<file path="src/rtl/spec_pkg.sv">
package spec_pkg;

  // Saturating increment used by the error counter.
  function automatic logic [31:0] sat_step(input logic [31:0] val,
                                           input logic [31:0] top);
    return (val >= top) ? top : val + 32'd1;
  endfunction

endpackage

</file>
<file path="src/rtl/spec_primary.sv">
// Rising-edge primary register with load and restore paths.
module spec_primary #(
  parameter int WIDTH = 16
) (
  input  logic             clk,
  input  logic             rst_n,
  input  logic             load_en,
  input  logic [WIDTH-1:0] load_val,
  input  logic             restore_en,
  input  logic [WIDTH-1:0] restore_val,
  output logic [WIDTH-1:0] q,
  output logic             fresh,
  output logic             recov
);
  logic [WIDTH-1:0] q_d;
  logic             fresh_d;
  logic             recov_d;

  always_comb begin
    q_d     = q;
    fresh_d = load_en;
    recov_d = restore_en;
    if (restore_en)   q_d = restore_val;
    else if (load_en) q_d = load_val;
  end

  always_ff @(posedge clk or negedge rst_n) begin
    if (!rst_n) begin
      q     <= '0;
      fresh <= 1'b0;
      recov <= 1'b0;
    end else begin
      q     <= q_d;
      fresh <= fresh_d;
      recov <= recov_d;
    end
  end
endmodule

</file>
<file path="src/rtl/spec_shadow.sv">
// Falling-edge late sample, taken only after a fresh primary load.
module spec_shadow #(
  parameter int WIDTH = 16
) (
  input  logic             clk,
  input  logic             rst_n,
  input  logic             sample_en,
  input  logic [WIDTH-1:0] d,
  output logic [WIDTH-1:0] q
);
  logic [WIDTH-1:0] q_d;

  always_comb begin
    q_d = q;
    if (sample_en) q_d = d;
  end

  always_ff @(negedge clk or negedge rst_n) begin
    if (!rst_n) q <= '0;
    else        q <= q_d;
  end
endmodule

</file>
<file path="src/rtl/spec_compare.sv">
// Per-bit difference detector; any differing bit is a mismatch.
module spec_compare #(
  parameter int WIDTH = 16
) (
  input  logic             check_en,
  input  logic [WIDTH-1:0] early,
  input  logic [WIDTH-1:0] late,
  output logic             mismatch
);
  logic [WIDTH-1:0] bit_diff;

  for (genvar i = 0; i < WIDTH; i++) begin : g_bit
    assign bit_diff[i] = early[i] ^ late[i];
  end

  assign mismatch = check_en && (|bit_diff);
endmodule

</file>
<file path="src/rtl/spec_errcnt.sv">
// Registered error pulse and saturating error counter.
module spec_errcnt #(
  parameter int CNT_W = 8
) (
  input  logic             clk,
  input  logic             rst_n,
  input  logic             hit,
  input  logic             clr,
  output logic             flag,
  output logic [CNT_W-1:0] count
);
  import spec_pkg::*;

  localparam logic [CNT_W-1:0] CMAX = {CNT_W{1'b1}};

  logic             flag_d;
  logic [CNT_W-1:0] count_d;
  logic [31:0]      stepped;

  always_comb begin
    stepped = sat_step(32'(count), 32'(CMAX));
    flag_d  = hit;
    count_d = count;
    if (clr)      count_d = '0;
    else if (hit) count_d = stepped[CNT_W-1:0];
  end

  always_ff @(posedge clk or negedge rst_n) begin
    if (!rst_n) begin
      flag  <= 1'b0;
      count <= '0;
    end else begin
      flag  <= flag_d;
      count <= count_d;
    end
  end
endmodule

</file>
<file path="src/rtl/spec_stage_reg.sv">
module spec_stage_reg #(
  parameter int WIDTH = 16,
  parameter int CNT_W = 8
) (
  input  logic             clk,
  input  logic             rst_n,
  input  logic             in_valid,
  input  logic [WIDTH-1:0] in_data,
  output logic             in_stall,
  output logic             out_valid,
  output logic [WIDTH-1:0] out_data,
  output logic             err_flag,
  input  logic             err_clr,
  output logic [CNT_W-1:0] err_count
);
  logic [WIDTH-1:0] main_q;
  logic [WIDTH-1:0] shadow_q;
  logic             fresh;
  logic             recov;
  logic             mism;
  logic             accept;

  assign accept = in_valid && !mism;

  spec_primary #(.WIDTH(WIDTH)) u_primary (
    .clk         (clk),
    .rst_n       (rst_n),
    .load_en     (accept),
    .load_val    (in_data),
    .restore_en  (mism),
    .restore_val (shadow_q),
    .q           (main_q),
    .fresh       (fresh),
    .recov       (recov)
  );

  spec_shadow #(.WIDTH(WIDTH)) u_shadow (
    .clk       (clk),
    .rst_n     (rst_n),
    .sample_en (fresh),
    .d         (in_data),
    .q         (shadow_q)
  );

  spec_compare #(.WIDTH(WIDTH)) u_compare (
    .check_en (fresh),
    .early    (main_q),
    .late     (shadow_q),
    .mismatch (mism)
  );

  spec_errcnt #(.CNT_W(CNT_W)) u_errcnt (
    .clk   (clk),
    .rst_n (rst_n),
    .hit   (mism),
    .clr   (err_clr),
    .flag  (err_flag),
    .count (err_count)
  );

  assign in_stall  = mism;
  assign out_valid = (fresh && !mism) || recov;
  assign out_data  = main_q;
endmodule

</file>
<file path="config.mk">
export PLATFORM = sky130hd
export DESIGN_NAME = spec_stage_reg
export DESIGN_NICKNAME = d
export VERILOG_FILES = /design/src/rtl/spec_pkg.sv /design/src/rtl/spec_primary.sv /design/src/rtl/spec_shadow.sv /design/src/rtl/spec_compare.sv /design/src/rtl/spec_errcnt.sv /design/src/rtl/spec_stage_reg.sv
export SDC_FILE = /design/constraint.sdc
export NUM_CORES = 1
export LEC_CHECK = 0
export BUFFER_PORTS_ARGS = -buffer_cell sky130_fd_sc_hd__buf_4
export CAP_MARGIN = 20
export CORE_MARGIN = 8
export CORE_UTILIZATION = 45
export CTS_BUF_LIST = sky130_fd_sc_hd__clkbuf_16
export CTS_CLUSTER_SIZE = 14
export DETAILED_ROUTE_END_ITERATION = 8
export PLACE_DENSITY_LB_ADDON = 0.15
export REMOVE_ABC_BUFFERS = 1
export SLEW_MARGIN = 20
export SYNTH_ARGS = -nofsm -noshare
export SYNTH_HDL_FRONTEND = slang
export SYNTH_SLANG_ARGS = --single-unit
</file>
<file path="constraint.sdc">
create_clock -name clk -period 2.31 [get_ports clk]
set_input_delay 0.462 -clock clk [delete_from_list [all_inputs] [get_ports clk]]
set_output_delay 0.462 -clock clk [all_outputs]
set_load 0.02 [all_outputs]
</file>
==> qor.csv <==
metric,value,unit
status,"finished, violations left",
violations_in_the_final_reports,negative setup slack,
path_max_fanout,2,
start_util,0.467,
final_nets,284,
avgViaCountPerCell,5.58,
coreArea,4380,um2
grt.total_usage,0.176,
initialDrtViolationCount,64,
grt_first_pass_wirelength,9.99,mm
clock_sink_count,42,
timing.critical_path.required,1.85,ns
floorplan.die_area,6960,um2
final_setup_slack_of_the_worst_path,-1.21,ns
timing.critical_path.arrival,3.06,ns
swShare,0.298,
p_sw,680,uW
synthCells,179,
timing.max_slew.rel_slack,0.728,
syn_avg_cell_area,11.4,um2
detailroute.via_count,1763,
power.internal,1.60,mW
synth-async-reset-ratio,1.00,
drtAntennaViolNets,0,
ys_types,31,
clockBufferDepth,2,
synth.yosys.seq_area_share,0.513,
total_leakage_power,1.44,nW
worst_pin_slew,0.408,ns
syn_to_layout_area_delta,57.3,%
synth_area_leader_cell,sky130_fd_sc_hd__dfrtp_1,
layout.filler_cells,304,
timing_max_transition_violations_final,0,
initial_drt_pass_iterations,4,
skew,0.0303,ns
timing.reg2reg.worst_path_depth,7,
fin_tns_setup,-25.25,ns
grt_overflow_total,0,
clock_latency,0.30,ns
clkTransAtPathRegs,0.06,ns
route.detailed.wl_per_inst,19.4,um
ctsRootBufferMaster,sky130_fd_sc_hd__clkbuf_16,
finalSetupViolations,28,
wire_length_after_detailed_routing,6.14,mm
grt_setup_unrepaired,true,
n_antenna_cell,0,
final_util,0.735,
number_of_hold_violations_in_the_final_report,0,
max_rail_drop_vdd,506,uV
ctsHtreeMaxLevel,2,
die_width,83.4,um
min_hold_slack,0.109,ns
drive_gt1_frac,0.587,
grt_antenna_before_repair,0,
dpl.hpwl,3.73,mm
post-place-cells,291,
crit_end_category,output pin,
max_capacitance_violation_count,0,
route.detailed.drc,0,
worst_setup_path_start_kind,register,
p_comb_frac,0.312,
grt_pass1_vias,1966,
io-pin-count,47,
globalplace.congestion,0.865,
seq_power_share,0.404,
ys_seq_elements,42,
cell_area_power_density,708,nW/um2
portion_of_total_power_attributed_to_the_clock_network,0.283,
chipHeight,83.4,um
grt_max_degree,33,
cts_buffers,5,
holdCritPathClass,in2async,
number_of_enable_type_register_cells_in_the_synthesized_netlist,0,
netlist.area_leader.share,0.318,
postSynth.topFlopCell,sky130_fd_sc_hd__dfrtp_1,
r2r_start,u_shadow.q[10],
crit_start,u_shadow.q[10],
synth-warning-count,0,
synth_area_leaders,"sky130_fd_sc_hd__dfrtp_1 (32%), sky130_fd_sc_hd__dfrtn_1 (20%), sky130_fd_sc_hd__mux2_2 (9.4%), sky130_fd_sc_hd__mux2i_1 (7.8%), sky130_fd_sc_hd__xnor2_1 (6.8%)",
netlist_area,2050,um2
io_buffer_count,46,
finalNonFillerCells,316,
setup.worst_path.class,reg2out,
std_cell_rows,24,
tritoncts_clock_tree,done,
synthesized netlist by cell type (2+ instances only):
library cell,n
sky130_fd_sc_hd__nor2_1,22
sky130_fd_sc_hd__nor3_1,3
sky130_fd_sc_hd__nand3_1,2
sky130_fd_sc_hd__nand4_1,6
sky130_fd_sc_hd__dfrtn_1,16
sky130_fd_sc_hd__and3_1,2
sky130_fd_sc_hd__a41o_1,2
sky130_fd_sc_hd__xnor2_1,16
sky130_fd_sc_hd__clkbuf_1,6
sky130_fd_sc_hd__mux2_2,17
sky130_fd_sc_hd__dfrtp_1,26
sky130_fd_sc_hd__buf_2,2
sky130_fd_sc_hd__a31oi_1,3
sky130_fd_sc_hd__a21oi_1,19
sky130_fd_sc_hd__inv_1,5
sky130_fd_sc_hd__nor2b_1,2
sky130_fd_sc_hd__mux2i_1,16
worst max-delay path, cell delays in order (launching register included):
cell and delay (ns):
sky130_fd_sc_hd__dfrtn_1 0.44, sky130_fd_sc_hd__xnor2_1 0.14, sky130_fd_sc_hd__nand4_1 0.16, sky130_fd_sc_hd__or4_4 0.59, sky130_fd_sc_hd__o21bai_4 0.14, sky130_fd_sc_hd__buf_6 0.13
stage by stage:
stage	worst slack [ns]	area (um2)	power, mW
2_1_floorplan	-1.48	2000	1.19
3_3_place_gp	-0.884	2590	1.44
3_5_place_dp	-0.922	2590	1.46
4_1_cts	-1.23	3100	2.23
5_1_grt	-1.25	3220	2.38
6_report	-1.21	3220	2.28
cells by family (layout without fill, tap and decap cells):
logic type,count (synthesis),count (layout),share of synthesized area
adders and majority gates,1,1,0.00611
DFF,42,42,0.513
and+or+nand+nor,42,42,0.108
AOI/OAI and AO/OA,30,30,0.100
muxes,33,33,0.172
xor gates and xnor gates,16,16,0.0685
buffers and inverters,15,100,0.0324
sequential cells by signal (all words and copies together), names as in the netlist:
| name | flops |
|---|---|
| u_errcnt.flag | 1 |
| u_errcnt.count | 8 |
| u_primary.q | 16 |
| u_primary.fresh | 1 |
| u_shadow.q | 16 |
metal layers:
metal	track usage	part of all wire
met1	0.194	0.41
met2	0.311	0.53
met3	0.0469	0.036
met4	0.0738	0.023
met5	0	0
final cells by class:
class | count | area [um2] | share of cell area
inverters | 5 | 18.8 | 0.00583
clock buffers | 5 | 125 | 0.0389
well taps | 52 | 65.1 | 0.0202
flip-flops and latches | 42 | 1050 | 0.326
repair buffers | 87 | 788 | 0.245
clock inverters | 3 | 11.3 | 0.00350
multi-input cells | 122 | 1160 | 0.361
power by group through the flow:
stage	clock, mW	combinational (mW)	sequential (mW)
2_1_floorplan	0	0.207	0.981
3_3_place_gp	0	0.520	0.917
3_5_place_dp	0	0.539	0.924
4_1_cts	0.660	0.661	0.914
5_1_grt	0.690	0.763	0.930
6_report	0.647	0.712	0.922
path summary, 6_finish.rpt:
check,endpoint,slack (ns)
hold reg to reg,u_shadow.q[12],0.60
max in group asynchronous,u_shadow.q[13],0.85
min in group clk,u_errcnt.count[1],0.46
hold / removal,u_primary.q[1],0.11
setup / recovery,out_valid,-1.21
setup reg to reg,u_errcnt.count[7],-1.05
cells in the final DEF, fill, tap and decap left out, drive strengths merged:
cell type and n:
dfrtp 26, xnor2 16, a31oi 3, mux2i 16, a41oi 1, nor4 1
nor2 22, nor2b 2, ha 1, a311o 1, or4 1, nor3 3
dfrtn 16, nand3 2, nor4b 1, a311oi 1, clkinv 1, inv 7
buf 87, and3 3, and2 1, a21oi 19, o41ai 2, nand4 6
o21bai 1, a41o 2, clkbuf 5, mux2 17
repair_timing:
| action | CTS | global route |
|---|---|---|
| pin swaps | 4 | 7 |
| gates resized for setup | 45 | 35 |
| cloned | 6 | 0 |
| setup endpoints to repair | 28 | 28 |
| hold buffers | 0 | 0 |
| setup buffers | 8 | 10 |
Note: power is estimated with default switching activity, not from simulation.
